### config.mk
export PLATFORM = sky130hd
export DESIGN_NAME = psr_shift_top
export DESIGN_NICKNAME = d
export VERILOG_FILES = /design/src/rtl/psr_pkg.sv /design/src/rtl/psr_sync.sv /design/src/rtl/psr_edge.sv /design/src/rtl/psr_stages.sv /design/src/rtl/psr_shift_top.sv
export SDC_FILE = /design/constraint.sdc
export NUM_CORES = 1
export LEC_CHECK = 0
export ABC_AREA = 1
export BUFFER_PORTS_ARGS = -buffer_cell sky130_fd_sc_hd__buf_2
export CAP_MARGIN = 30
export CORE_MARGIN = 10
export CORE_UTILIZATION = 44
export DETAILED_ROUTE_END_ITERATION = 10
export GPL_TIMING_DRIVEN = 0
export PLACE_DENSITY = 0.73
export SKIP_LAST_GASP = 1
export SYNTH_ARGS = -nofsm -noshare
export SYNTH_HDL_FRONTEND = slang
export SYNTH_SLANG_ARGS = --single-unit
export TNS_END_PERCENT = 50
### constraint.sdc
create_clock -name clk -period 1.05 [get_ports clk]
set_clock_uncertainty 0.15 [all_clocks]
set_input_delay 0.0525 -clock clk [delete_from_list [all_inputs] [get_ports clk]]
set_output_delay 0.0525 -clock clk [all_outputs]
set_load 0.02 [all_outputs]
### src/rtl/psr_pkg.sv
// Package: shared types for the parallel-to-serial shift register.
// Assumes: nothing beyond IEEE 1800-2017.
package psr_pkg;

    // Next action of the stage chain on a system clock edge.
    typedef enum logic [1:0] {
        PSR_HOLD  = 2'd0,
        PSR_LOAD  = 2'd1,
        PSR_SHIFT = 2'd2
    } psr_mode_e;

endpackage

### src/rtl/psr_sync.sv
// Module: multi-flop synchronizer for a small vector of slow inputs.
// Assumes: each bit is an independent level; DEPTH >= 1; the reset value is
// chosen so that reset leaves the bit in its inactive state.
module psr_sync #(
    parameter int          W       = 1,
    parameter int          DEPTH   = 2,
    parameter logic [W-1:0] RST_VAL = '0
) (
    input  logic         clk,
    input  logic         rst_n,
    input  logic [W-1:0] d,
    output logic [W-1:0] q
);

    logic [W-1:0] chain [DEPTH];

    // Shift the sampled inputs through DEPTH flops, clearing to RST_VAL.
    always_ff @(posedge clk) begin
        if (!rst_n) begin
            for (int i = 0; i < DEPTH; i++) chain[i] <= RST_VAL;
        end else begin
            chain[0] <= d;
            for (int i = 1; i < DEPTH; i++) chain[i] <= chain[i-1];
        end
    end

    assign q = chain[DEPTH-1];

endmodule

### src/rtl/psr_edge.sv
// Module: combines the synchronized clock and enable with an OR and issues
// a one-cycle shift pulse on a 0-to-1 change of that OR.
// Assumes: inputs are already synchronized. While load is active, the
// history still follows the OR but no pulse is issued.
module psr_edge (
    input  logic clk,
    input  logic rst_n,
    input  logic sclk_s,
    input  logic en_n_s,
    input  logic load_n_s,
    output logic or_s,
    output logic shift_go
);

    logic hist_q;

    assign or_s = sclk_s | en_n_s;

    // Remember the previous OR sample; clear to 0 in reset.
    always_ff @(posedge clk) begin
        if (!rst_n) hist_q <= 1'b0;
        else        hist_q <= or_s;
    end

    // Pulse on a rising OR, suppressed while load holds the stages.
    assign shift_go = or_s & ~hist_q & load_n_s;

endmodule

### src/rtl/psr_stages.sv
// Module: the stage chain itself; load, shift or hold per system cycle.
// Assumes: shift_go is never high while load_n_s is low (load wins anyway).
module psr_stages
    import psr_pkg::*;
#(
    parameter int STAGES = 8
) (
    input  logic              clk,
    input  logic              rst_n,
    input  logic              load_n_s,
    input  logic              shift_go,
    input  logic              ser_in,
    input  logic [STAGES-1:0] par_in,
    output logic [STAGES-1:0] stages_q
);

    psr_mode_e mode;

    // Choose the action: load has priority over shift, otherwise hold.
    always_comb begin
        if (!load_n_s)     mode = PSR_LOAD;
        else if (shift_go) mode = PSR_SHIFT;
        else               mode = PSR_HOLD;
    end

    // Update the chain according to the chosen action.
    always_ff @(posedge clk) begin
        if (!rst_n) begin
            stages_q <= '0;
        end else begin
            case (mode)
                PSR_LOAD:  stages_q <= par_in;
                PSR_SHIFT: stages_q <= {stages_q[STAGES-2:0], ser_in};
                default:   stages_q <= stages_q;
            endcase
        end
    end

endmodule

### src/rtl/psr_shift_top.sv
// Module: cascadable parallel-to-serial shift register, top level.
// Assumes: sclk, sclk_en_n and load_n are slow relative to clk (each level
// held for at least three clk cycles); ser_in and par_in are stable while a
// shift or load is being taken.
module psr_shift_top #(
    parameter int STAGES     = 8,
    parameter int SYNC_DEPTH = 2
) (
    input  logic              clk,
    input  logic              rst_n,
    input  logic              load_n,
    input  logic              ser_in,
    input  logic [STAGES-1:0] par_in,
    input  logic              sclk,
    input  logic              sclk_en_n,
    output logic              ser_out,
    output logic              ser_out_n
);

    logic [1:0]        clk_pair_s;
    logic              load_n_s;
    logic              or_s;
    logic              shift_go;
    logic [STAGES-1:0] stages_q;

    // Clock and enable synchronizer; resets to 0.
    psr_sync #(.W(2), .DEPTH(SYNC_DEPTH), .RST_VAL(2'b00)) clk_sync_i (
        .clk   (clk),
        .rst_n (rst_n),
        .d     ({sclk, sclk_en_n}),
        .q     (clk_pair_s)
    );

    // Load synchronizer; resets to the inactive level.
    psr_sync #(.W(1), .DEPTH(SYNC_DEPTH), .RST_VAL(1'b1)) load_sync_i (
        .clk   (clk),
        .rst_n (rst_n),
        .d     (load_n),
        .q     (load_n_s)
    );

    psr_edge edge_i (
        .clk      (clk),
        .rst_n    (rst_n),
        .sclk_s   (clk_pair_s[1]),
        .en_n_s   (clk_pair_s[0]),
        .load_n_s (load_n_s),
        .or_s     (or_s),
        .shift_go (shift_go)
    );

    psr_stages #(.STAGES(STAGES)) stages_i (
        .clk      (clk),
        .rst_n    (rst_n),
        .load_n_s (load_n_s),
        .shift_go (shift_go),
        .ser_in   (ser_in),
        .par_in   (par_in),
        .stages_q (stages_q)
    );

    assign ser_out   = stages_q[STAGES-1];
    assign ser_out_n = ~stages_q[STAGES-1];

endmodule

Yosys cells after proc, flatten, opt, wreduce, memory -nomap -nowiden
Memory sizes are Yosys's and may differ from the RTL's. Cells that the tools add are included.

Bitwise logic cells: 9. Equality and inequality tests: 2. Reduce and logical (&&, ||, !) cells: 1. Multiplexer cells: 9.

Operator list (number): $pmux 8 s2 (1); $mux 2 (4); $or 1x1->1 (5); $mux 1 (4); $and 1x1->1 (2); $eq 2x1->1 const B (1); $eq 2x2->1 const B (1); $not 1->1 (2); $reduce_bool 2->1 (1).

Bits of input ports: 14. Flip-flop bits (word level): 9. Memories: 2. Memory bits (writable): 6. Output and inout bits: 2.

Memory list: clk_sync_i.chain (depth 2, width 2, read ports 2, clocked after memory_dff 0, wr ports 2, line psr_sync.sv:15) `logic [W-1:0] chain [DEPTH];`; load_sync_i.chain (depth 2, width 1, read ports 2, clocked after memory_dff 0, wr ports 2, line psr_sync.sv:15).

Longest topological paths before layout
Depth after elaboration: 7. Gate-level depth with buffers: 7. Depth with buffers taken out: 7.

Modules after synthesis
A second synthesis with hierarchy kept.

Cell total of the unflattened synthesis: 91. Area total of the unflattened synthesis: 668.1 um2.

Modules (own cells, without submodules): psr_stages (times used 1, sequential area each 160.2 um2, area an instance 435.4 um2, cells an instance 62); psr_sync (clk_sync_i) (times used 1, sequential area each 80.1 um2, area an instance 125.1 um2, cells an instance 14); psr_sync (load_sync_i) (times used 1, sequential area each 40.0 um2, area an instance 55.1 um2, cells an instance 6); psr_edge (times used 1, sequential area each 20.0 um2, area an instance 48.8 um2, cells an instance 8); psr_shift_top (times used 1, sequential area each 0.0 um2, area an instance 3.8 um2, cells an instance 1).

Least setup slack after synthesis
Ideal clock, no wire load.

Kind: register -> register. Start point: mem load_sync_i.chain[1][0], in the netlist load_sync_i.chain[0][1]. End point: reg stages_i.stages_q[5]. Clock period less this slack: 1.015 ns. Arrival: 0.756 ns. Buffers on the path: 2. Required time: 0.791 ns. Slack: 0.035 ns. Cell stages (with the launch flop): 7. Library setup time: 0.109 ns. Path through: dfxtp_1 -> buf_6 -> buf_12 -> nand4_1 -> nand3_1 -> nand2_1 -> inv_1.

RTL lines: from (decl) (line psr_sync.sv:15); to (signal assigned) (line psr_stages.sv:32) `PSR_LOAD: stages_q <= par_in;`; to (signal assigned) (line psr_stages.sv:33) `PSR_SHIFT: stages_q <= {stages_q[STAGES-2:0], ser_in};`; to (signal assigned) (line psr_stages.sv:34) `default: stages_q <= stages_q;`; to (decl) (line psr_stages.sv:14) `output logic [STAGES-1:0] stages_q`.

==> results.md <==
* DR WL/cell at 11.2 µm
* CP Capture Type: flip-flop
* Leak pwr at 0.000499 µW
* Root Buffer: clkbuf_4
* Slew margin rel. at a little over four fifths
* Die area at roughly 3400 µm²
* # IOs at 16
* Hold path endpoint: load_sync_i.chain[0][1]$_SDFF_PN1_
* Ant. Diodes at 0
* Crit Path Class: reg -> reg
* Total wire length at between 1000 and 1500 µm
* Period Utilization, post-route at 105%
* CP startpoint kind: flip-flop
* Place WS at -0.0387 ns
* Nets at 132
* Setup slack, reg-to-reg at -0.05 ns
* R2R depth at 6
* Layout cells sized above 1 at between 20% and 30%
* Antenna-violating nets left at 0
* Worst-skew pair later-pin latency at roughly 0.27 ns
* GPL Wtd Cong at 0.759
* Mapped Area at around 650 µm²
* Max IR drop VDD at approximately 820 µV
* H-tree levels at 1
* Area growth from synthesis to layout at 38.6%
* GRT Total Usage at around 8.6%
* Initial core utilization at 48.3%
* Most frequent cells in the layout: 20 x nand2_1, 17 x inv_1, 16 x nand3_1, 15 x dfxtp_1, 15 x buf_2
* Vias at 636
* Fin Hold WS at about 0.27 ns
* Status: complete, but fails checks
* Yosys synthesis warning count at 0
* Worst-margin pin slew at around 0.24 ns
* # DRC at 0
* Final hold viol count at 0
* Fin crit period at 1.10 ns
* Post-CTS sizing at 0
* Power per Cell Area at between 1000 and 1500 nW/µm²
* First-pass GRT wire length at between 2000 and 2500 µm
* Antenna violations before repair at 0
* CP required at 1.13 ns
* CTS tree: built
* Max Cap Viol at 0
* Final Max Tran Viols at 0
* RSZ-0062 raised after global routing: true
* Critical path arrival at around 1.2 ns
* IO buf count at 15
* FF-to-FF End: stages_i.stages_q[3]$_SDFFE_PN0P_
* Cts bufs inserted at 3
* Final worst setup slack at -0.0540 ns
* DRT Pass-1 Iters at 4
* Drt via density at a little under 5
* Seq/Total Area, Yosys at a little under half
* Min-delay src: load_sync_i.chain[0][0]$_SDFF_PN1_
* Grt ovf at 0
* Commonest non-fill, non-tap cell in the layout: nand2_1
* Critical Path Fanout Max at 8
* Failing checks: negative setup slack
* Rows at 13
* Clk slew on worst S/H paths at 0.09 ns
* Syn Inst Count at 85
* Syn Nets at between 90 and 100
* FMAX at ~900 MHz
* DP Wirelength at roughly 940 µm
* Die W at between 50 and 60 µm
* Clock tree buffer depth at 2
* Sum Neg Setup Slack at -0.343 ns
* Post-CTS Setup Inserts at 0
* Synth Register Bits at 15
* CORE AREA at about 1400 µm²
* Largest net degree at the start of global routing at 11
* Vias in the first global route at around 560
* Reg2reg start: load_sync_i.chain[0][1]$_SDFF_PN1_
* Type of the most critical hold path: reg -> reg
* Number of library cell types mapped by synthesis at 12
* Synth Area per Inst at ~7.7 µm²
* Die height at 58.5 µm
* Min-Delay Path Depth at 1
* # clock sinks at 15
* Initial DRC Count at 18
* Final setup violating endpoints at 8
==> critical path, stage by stage (launching register included) <==
cell,delay [ns]
dfxtp_1,0.31
buf_6,0.13
inv_1,0.19
nand2_1,0.09
nand3_1,0.09
nand2_1,0.05
inv_1,0.04
==> area by class of cell <==
cell class / count / area (µm²)
Multi-Input combinational cell: 49 / 245
Timing Repair Buffer: 28 / 205
Fill cell: 113 / 447
Buffer: 3 / 38.8
Clock inverter: 1 / 5.00
Inverter: 18 / 67.6
Tap cell: 15 / 18.8
Clock buffer: 3 / 22.5
Sequential cell: 15 / 300
==> power by group <==
part	switching [µW]	total, µW	internal, µW
sequential	10.2	605	594
combinational	79.2	167	87.9
clock	179	320	141
total	269	1090	823
==> timing repair <==
action,4_1_cts,5_1_grt
setup endpoints to repair,8,10
pin swaps,0,0
endpoints found under the hold margin,13,0
hold buffers,13,0
==> state kept, by name, summed over array words and instances, names as in the netlist <==
signal             flops
edge_i.hist_q          1
stages_i.stages_q      8
clk_sync_i.chain       4
load_sync_i.chain      2
==> kinds of logic (layout without fill, tap and decap cells) <==
logic type / Yosys count / after routing / share of synthesized area (%)
flip-flops: 15 / 15 / 46.1
AO/OA/AOI/OAI: 1 / 1 / 0.767
buffers and inverters: 21 / 53 / 16.3
AND/OR/NAND/NOR: 48 / 48 / 36.9
==> metrics by stage <==
stage,power [µW],instance area [µm²],utilization (%),instances
2_1_floorplan,702,652,-,85
3_3_place_gp,744,746,55.2,115
3_5_place_dp,747,746,55.2,115
4_1_cts,1100,903,66.9,132
5_1_grt,1150,903,66.9,132
6_report,1090,903,66.9,132
==> routing by layer <==
layer / global-route usage [%] / routed length (µm) / vias up
met2: 14.1 / 701 / 20
met3: 3.00 / 107 / 2
met4: 3.02 / 10 / 0
met5: 0 / 0 / -
met1: 9.99 / 663 / 281
li1: - / - / 333
==> cell usage after synthesis, drive strengths merged <==
| library cell | count | area [µm²] |
|---|---|---|
| a21oi | 1 | 5.00 |
| inv | 18 | 67.6 |
| or2 | 2 | 12.5 |
| dfxtp | 15 | 300 |
| buf | 3 | 38.8 |
| nand2 | 22 | 97.6 |
| nand3 | 16 | 80.1 |
| nand4 | 8 | 50.1 |
==> how the worst max path moves through the flow <==
| stage | cells after the start | startpoint | endpoint | slack, ns |
|---|---|---|---|---|
| final | 6 | load_sync_i.chain[0][1]$_SDFF_PN1_ | stages_i.stages_q[3]$_SDFFE_PN0P_ | -0.05 |
| after global routing | 6 | load_sync_i.chain[0][1]$_SDFF_PN1_ | stages_i.stages_q[4]$_SDFFE_PN0P_ | -0.17 |
| after CTS | 6 | load_sync_i.chain[0][1]$_SDFF_PN1_ | stages_i.stages_q[1]$_SDFFE_PN0P_ | -0.06 |
| after detailed placement | 6 | load_sync_i.chain[0][1]$_SDFF_PN1_ | stages_i.stages_q[1]$_SDFFE_PN0P_ | -0.04 |
| after global placement | 6 | load_sync_i.chain[0][1]$_SDFF_PN1_ | stages_i.stages_q[4]$_SDFFE_PN0P_ | -0.03 |
| after floorplan | 6 | load_sync_i.chain[0][1]$_SDFF_PN1_ | stages_i.stages_q[5]$_SDFFE_PN0P_ | 0.04 |
Power figures use the tool's default switching activity.
